===== src/rtl/vmx_pkg.sv =====
package vmx_pkg;

    // Slot state. The encoding has no meaning outside the sequencer.
    typedef enum logic [1:0] {
        SLOT_VIDEO = 2'd0,
        SLOT_HOLD  = 2'd1,
        SLOT_CPU   = 2'd2
    } slot_e;

endpackage


===== src/rtl/vmx_slot_fsm.sv =====
module vmx_slot_fsm
    import vmx_pkg::*;
(
    input  logic clk,
    input  logic rst_n,
    input  logic lock_req,
    output logic phase1,
    output logic phase2,
    output logic slot_idle,
    output logic bus_en
);

    slot_e slot_q;
    slot_e slot_d;

    // State register
    always_ff @(posedge clk) begin
        if (!rst_n) slot_q <= SLOT_VIDEO;
        else        slot_q <= slot_d;
    end

    // Transitions
    always_comb begin
        slot_d = slot_q;
        unique case (slot_q)
            SLOT_VIDEO: slot_d = SLOT_CPU;                            // T_VID_DONE
            SLOT_HOLD:  slot_d = SLOT_CPU;                            // T_HOLD_DONE
            SLOT_CPU:   slot_d = lock_req ? SLOT_HOLD : SLOT_VIDEO;   // T_LOCK / T_RELEASE
            default:    slot_d = SLOT_VIDEO;
        endcase
    end

    // Outputs
    always_comb begin
        phase1    = 1'b0;
        phase2    = 1'b0;
        slot_idle = 1'b0;
        bus_en    = 1'b0;
        unique case (slot_q)
            SLOT_VIDEO: begin phase1 = 1'b1; bus_en = 1'b1; end
            SLOT_HOLD:  begin phase1 = 1'b1; slot_idle = 1'b1; end
            SLOT_CPU:   begin phase2 = 1'b1; bus_en = 1'b1; end
            default:    begin phase1 = 1'b1; slot_idle = 1'b1; end
        endcase
    end

endmodule


===== src/rtl/vmx_bus_mux.sv =====
module vmx_bus_mux #(
    parameter int ADDR_W = 16,
    parameter int DATA_W = 8
) (
    input  logic              phase2,
    input  logic              bus_en,
    input  logic [ADDR_W-1:0] cpu_addr,
    input  logic [DATA_W-1:0] cpu_wdata,
    input  logic              cpu_we,
    input  logic [ADDR_W-1:0] vid_addr,
    output logic [ADDR_W-1:0] mem_addr,
    output logic [DATA_W-1:0] mem_wdata,
    output logic              mem_we,
    output logic              mem_en
);

    always_comb begin
        mem_addr  = phase2 ? cpu_addr : vid_addr;
        mem_wdata = cpu_wdata;
        // A write is possible only in the processor slot.
        mem_we    = phase2 & cpu_we;
        mem_en    = bus_en;
    end

endmodule


===== src/rtl/vmx_hold_reg.sv =====
module vmx_hold_reg #(
    parameter int WIDTH = 8
) (
    input  logic             clk,
    input  logic             rst_n,
    input  logic             load,
    input  logic [WIDTH-1:0] din,
    output logic [WIDTH-1:0] dout
);

    always_ff @(posedge clk) begin
        if (!rst_n)    dout <= '0;
        else if (load) dout <= din;
    end

endmodule


===== src/rtl/vmx_arbiter.sv =====
module vmx_arbiter #(
    parameter int ADDR_W = 16,
    parameter int DATA_W = 8
) (
    input  logic              clk,
    input  logic              rst_n,
    input  logic [ADDR_W-1:0] cpu_addr,
    input  logic [DATA_W-1:0] cpu_wdata,
    input  logic              cpu_we,
    input  logic              cpu_lock,
    output logic [DATA_W-1:0] cpu_rdata,
    input  logic [ADDR_W-1:0] vid_addr,
    output logic [DATA_W-1:0] vid_rdata,
    output logic              vid_miss,
    output logic              phi1,
    output logic              phi2,
    output logic [ADDR_W-1:0] mem_addr,
    output logic [DATA_W-1:0] mem_wdata,
    output logic              mem_we,
    output logic              mem_en,
    input  logic [DATA_W-1:0] mem_rdata
);

    logic slot_idle;
    logic bus_en;
    logic vid_load;

    vmx_slot_fsm u_fsm (
        .clk      (clk),
        .rst_n    (rst_n),
        .lock_req (cpu_lock),
        .phase1   (phi1),
        .phase2   (phi2),
        .slot_idle(slot_idle),
        .bus_en   (bus_en)
    );

    vmx_bus_mux #(.ADDR_W(ADDR_W), .DATA_W(DATA_W)) u_mux (
        .phase2   (phi2),
        .bus_en   (bus_en),
        .cpu_addr (cpu_addr),
        .cpu_wdata(cpu_wdata),
        .cpu_we   (cpu_we),
        .vid_addr (vid_addr),
        .mem_addr (mem_addr),
        .mem_wdata(mem_wdata),
        .mem_we   (mem_we),
        .mem_en   (mem_en)
    );

    assign vid_miss = slot_idle;
    assign vid_load = phi1 & ~slot_idle;

    // Processor data is captured at the end of phase 2 and held.
    vmx_hold_reg #(.WIDTH(DATA_W)) u_cpu_hold (
        .clk  (clk),
        .rst_n(rst_n),
        .load (phi2),
        .din  (mem_rdata),
        .dout (cpu_rdata)
    );

    vmx_hold_reg #(.WIDTH(DATA_W)) u_vid_hold (
        .clk  (clk),
        .rst_n(rst_n),
        .load (vid_load),
        .din  (mem_rdata),
        .dout (vid_rdata)
    );

endmodule


===== config.mk =====
export PLATFORM = sky130hd
export DESIGN_NAME = vmx_arbiter
export DESIGN_NICKNAME = d
export VERILOG_FILES = /design/src/rtl/vmx_pkg.sv /design/src/rtl/vmx_slot_fsm.sv /design/src/rtl/vmx_bus_mux.sv /design/src/rtl/vmx_hold_reg.sv /design/src/rtl/vmx_arbiter.sv
export SDC_FILE = /design/constraint.sdc
export NUM_CORES = 1
export LEC_CHECK = 0
export BUFFER_PORTS_ARGS = -buffer_cell sky130_fd_sc_hd__buf_2
export CAP_MARGIN = 25
export CORE_ASPECT_RATIO = 0.8
export CORE_UTILIZATION = 32
export CTS_BUF_LIST = sky130_fd_sc_hd__clkbuf_16
export DETAILED_ROUTE_END_ITERATION = 10
export GPL_ROUTABILITY_DRIVEN = 0
export PLACE_DENSITY = 0.77
export RECOVER_POWER = 100
export SYNTH_ARGS = -nofsm -noshare
export SYNTH_HDL_FRONTEND = slang
export SYNTH_SLANG_ARGS = --single-unit
export TNS_END_PERCENT = 10

===== constraint.sdc =====
create_clock -name clk -period 1.1 [get_ports clk]
set_input_delay 0.055 -clock clk [delete_from_list [all_inputs] [get_ports clk]]
set_output_delay 0.055 -clock clk [all_outputs]
set_load 0.03 [all_outputs]

==> impl_metrics.toml <==
[run_status]
outcome = "finished with violations"
violations = "negative setup slack"

[final_layout]
synthToLayoutAreaGrowth_pct = 68.1
final_cell_count_no_fill = 214
drive_gt1_share_pct = 55.7
fin_util_pct = 57.9
fillers = 275
antennaDiodeCount = 0
nNetsFinal = 229

[detailed_routing]
vias = 974
highest_layer = "met4"
routed_wl_um = 2840
route.met3.wl_um = 126
drtPass1Iterations = 4
antenna_left = 0
wl_met1_um = 1200
drt-initial-drc-count = 24
wl_per_cell_um = 13.3
wl_met2_um = 1450
viasPerCell = 4.55
drc = 0

[sta]
min_period_ns = 1.51
hold_viol = 0
period_share_pct = 137
rsz0062_at_grt = "true"
slew_viol_final = 0
relSlewSlack_pct = 72.1
setup_tns_ns = -7.35
worst_pin_slew_ns = 0.418
skew_ns = 0.00286
fmax_mhz = 663
setup_viol_count_final = 30
fin_ws_ns = -0.409

[placement]
portBuffers = 80
dpl.hpwl_um = 2080
dp.cells = 206
pre_cts_slack_ns = -0.141

[critical_path]
cp.arrival_ns = 1.45
r2r-start = "u_fsm.slot_q[1]$_SDFF_PN0_"
critPathBufInv = 3
worstSetupEndpointType = "output port"
slowest_stage = "dfxtp_2"
worst-path-max-fanout = 6
crit_path_max_incr_delay_ns = 0.33
crit_path_start = "u_fsm.slot_q[1]$_SDFF_PN0_"
cp_data_required_time_ns = 1.04
r2r_slack_ns = -0.14
crit_family = "buffers and inverters"
reg2reg_to = "u_cpu_hold.dout[6]$_SDFFE_PN0N_"
cp-start-kind = "flip-flop"
reg2reg_depth = 6
crit_chain = "nor2b_4 -> buf_12 -> buf_8 -> mux2_4 -> buf_6"
criticalPathCategory = "flip-flop to output port"

[clock_network]
cts_buffers = 3
h-tree-depth = 1
clkSinkCount = 18
path_clk_slew_ns = 0.05
clockBufferDepth = 2
clock_latency_ns = 0.24
cts_tree = "done"
cts_root_buf = "clkbuf_16"
hold_buffers = 0

[die]
start_util_pct = 34.4
rows = 17
die_area_mm2 = 0.00327
top_level_ports = 97
die-height_um = 51.3
core_area_mm2 = 0.00283
die_x_um = 63.7

[min_path]
hold_path_class = "primary input to flip-flop"
hold_path_depth = 2
holdPathEnd = "u_fsm.slot_q[0]$_SDFF_PN0_"
worstHoldStart = "cpu_lock"

[logic_synthesis]
async_flop_share_pct = 0
synth_commonest_cells = "dfxtp_1 (18), nand2_1 (16), buf_4 (9)"
synth_cell_types = 16
syn_nets = 151
ys_seq_area_share_pct = 37.0
syn_avg_cell_area_um2 = 9.83
ys_warn_count = 0
ys.flop_type = "dfxtp_1"
netlist_area_um2 = 973
synth_top_area_share_pct = 37.0
synth_top_area_cell = "dfxtp_1"
synth.most_common_cell = "dfxtp_1"
yosys-top-cells-area = "dfxtp_1 (37%), mux2_4 (12%), mux2_2 (9.3%)"
synth-seq-cells = 18
synth_edf_count = 0
syn_inst = 99

[power_and_ir_drop]
finalPower_mw = 2.19
power.density_mw_per_mm2 = 1340
p_leak_nw = 0.788
max-vdd-ir-drop_v = 0.000954

[global_route]
first_global_vias = 917
track_usage_pct = 18.1
grt_pass1_wl_um = 4560
grt_remaining_overflow = 0
antenna_found_initial = 0
grt_max_degree = 27

[run]
drv_cap = 0
[cells by family after synthesis]
logic type,after synthesis,share of synthesized area [%]
flip-flops,18,37.0
AO/OA/AOI/OAI,16,10.3
AND/OR/NAND/NOR,21,9.38
multiplexers,24,29.8
buffers and inverters,20,13.5
[per-stage QoR]
stage / cell area (µm²) / hold WS (ns)
finish: 1640 / 0.0452
global route: 1640 / 0.0522
CTS: 1650 / 0.0391
detailed placement: 1370 / 0.110
global placement: 1370 / 0.110
floorplan: 987 / 0.201
[worst max-delay path by stage]
stage          depth (start not counted)  slack [ns]           end
4_1_cts                                5       -0.40   mem_addr[2]
2_1_floorplan                          4       -0.02   mem_addr[0]
3_5_place_dp                           4       -0.14  mem_addr[11]
5_1_grt                                5       -0.45   mem_addr[7]
3_3_place_gp                           4       -0.11   mem_addr[4]
6_report                               5       -0.41   mem_addr[9]
[power breakdown]
| group | switching (mW) | internal (mW) | total (mW) |
|---|---|---|---|
| Sequential | 0.0232 | 0.699 | 0.722 |
| Combinational | 0.406 | 0.354 | 0.760 |
| Clock | 0.227 | 0.482 | 0.709 |
| Total | 0.656 | 1.54 | 2.19 |
[state kept, by name, indices dropped and copies added (netlist names)]
signal and flops:
u_fsm.slot_q 2, u_vid_hold.dout 8, u_cpu_hold.dout 8
[layout by cell type (no fill, tap or decap), drive strengths merged]
| cell | synthesis | layout |
|---|---|---|
| inv | 2 | 2 |
| nor2b | 2 | 2 |
| nand2 | 16 | 16 |
| and2 | 1 | 1 |
| clkbuf | 1 | 20 |
| clkinv | 0 | 1 |
| buf | 17 | 74 |
| mux2 | 16 | 16 |
| and3 | 1 | 1 |
| dfxtp | 18 | 18 |
| or2 | 1 | 1 |
| o211ai | 8 | 8 |
| mux2i | 8 | 8 |
| o21ai | 8 | 8 |
[repair_timing]
action,CTS,global route
pin swaps,1,0
resized for setup,56,2
setup endpoints to repair,22,29
setup buffers,4,0
[metal layers]
layer  up-vias  global-route usage, %
met5         -                      0
met4         0                   6.06
met3        10                   6.03
met2        31                   30.7
met1       451                   21.4
li1        482                      -
[worst reg2reg max path, stage by stage, from the launching register on]
cell and delay [ns]:
dfxtp_2 0.33, nor2b_4 0.18, buf_12 0.14, buf_8 0.11, buf_4 0.12, buf_6 0.12, mux2i_1 0.17
[final cells by class]
cell class / count / area (µm²) / area share, %
Timing Repair Buffer: 91 / 623 / 38.1
Multi-Input combinational cell: 61 / 518 / 31.7
Sequential cell: 18 / 362 / 22.1
Clock buffer: 3 / 75.1 / 4.59
Tap cell: 38 / 47.5 / 2.91
Inverter: 2 / 7.51 / 0.459
Clock inverter: 1 / 3.75 / 0.229
(Power assumes the default switching activity.)
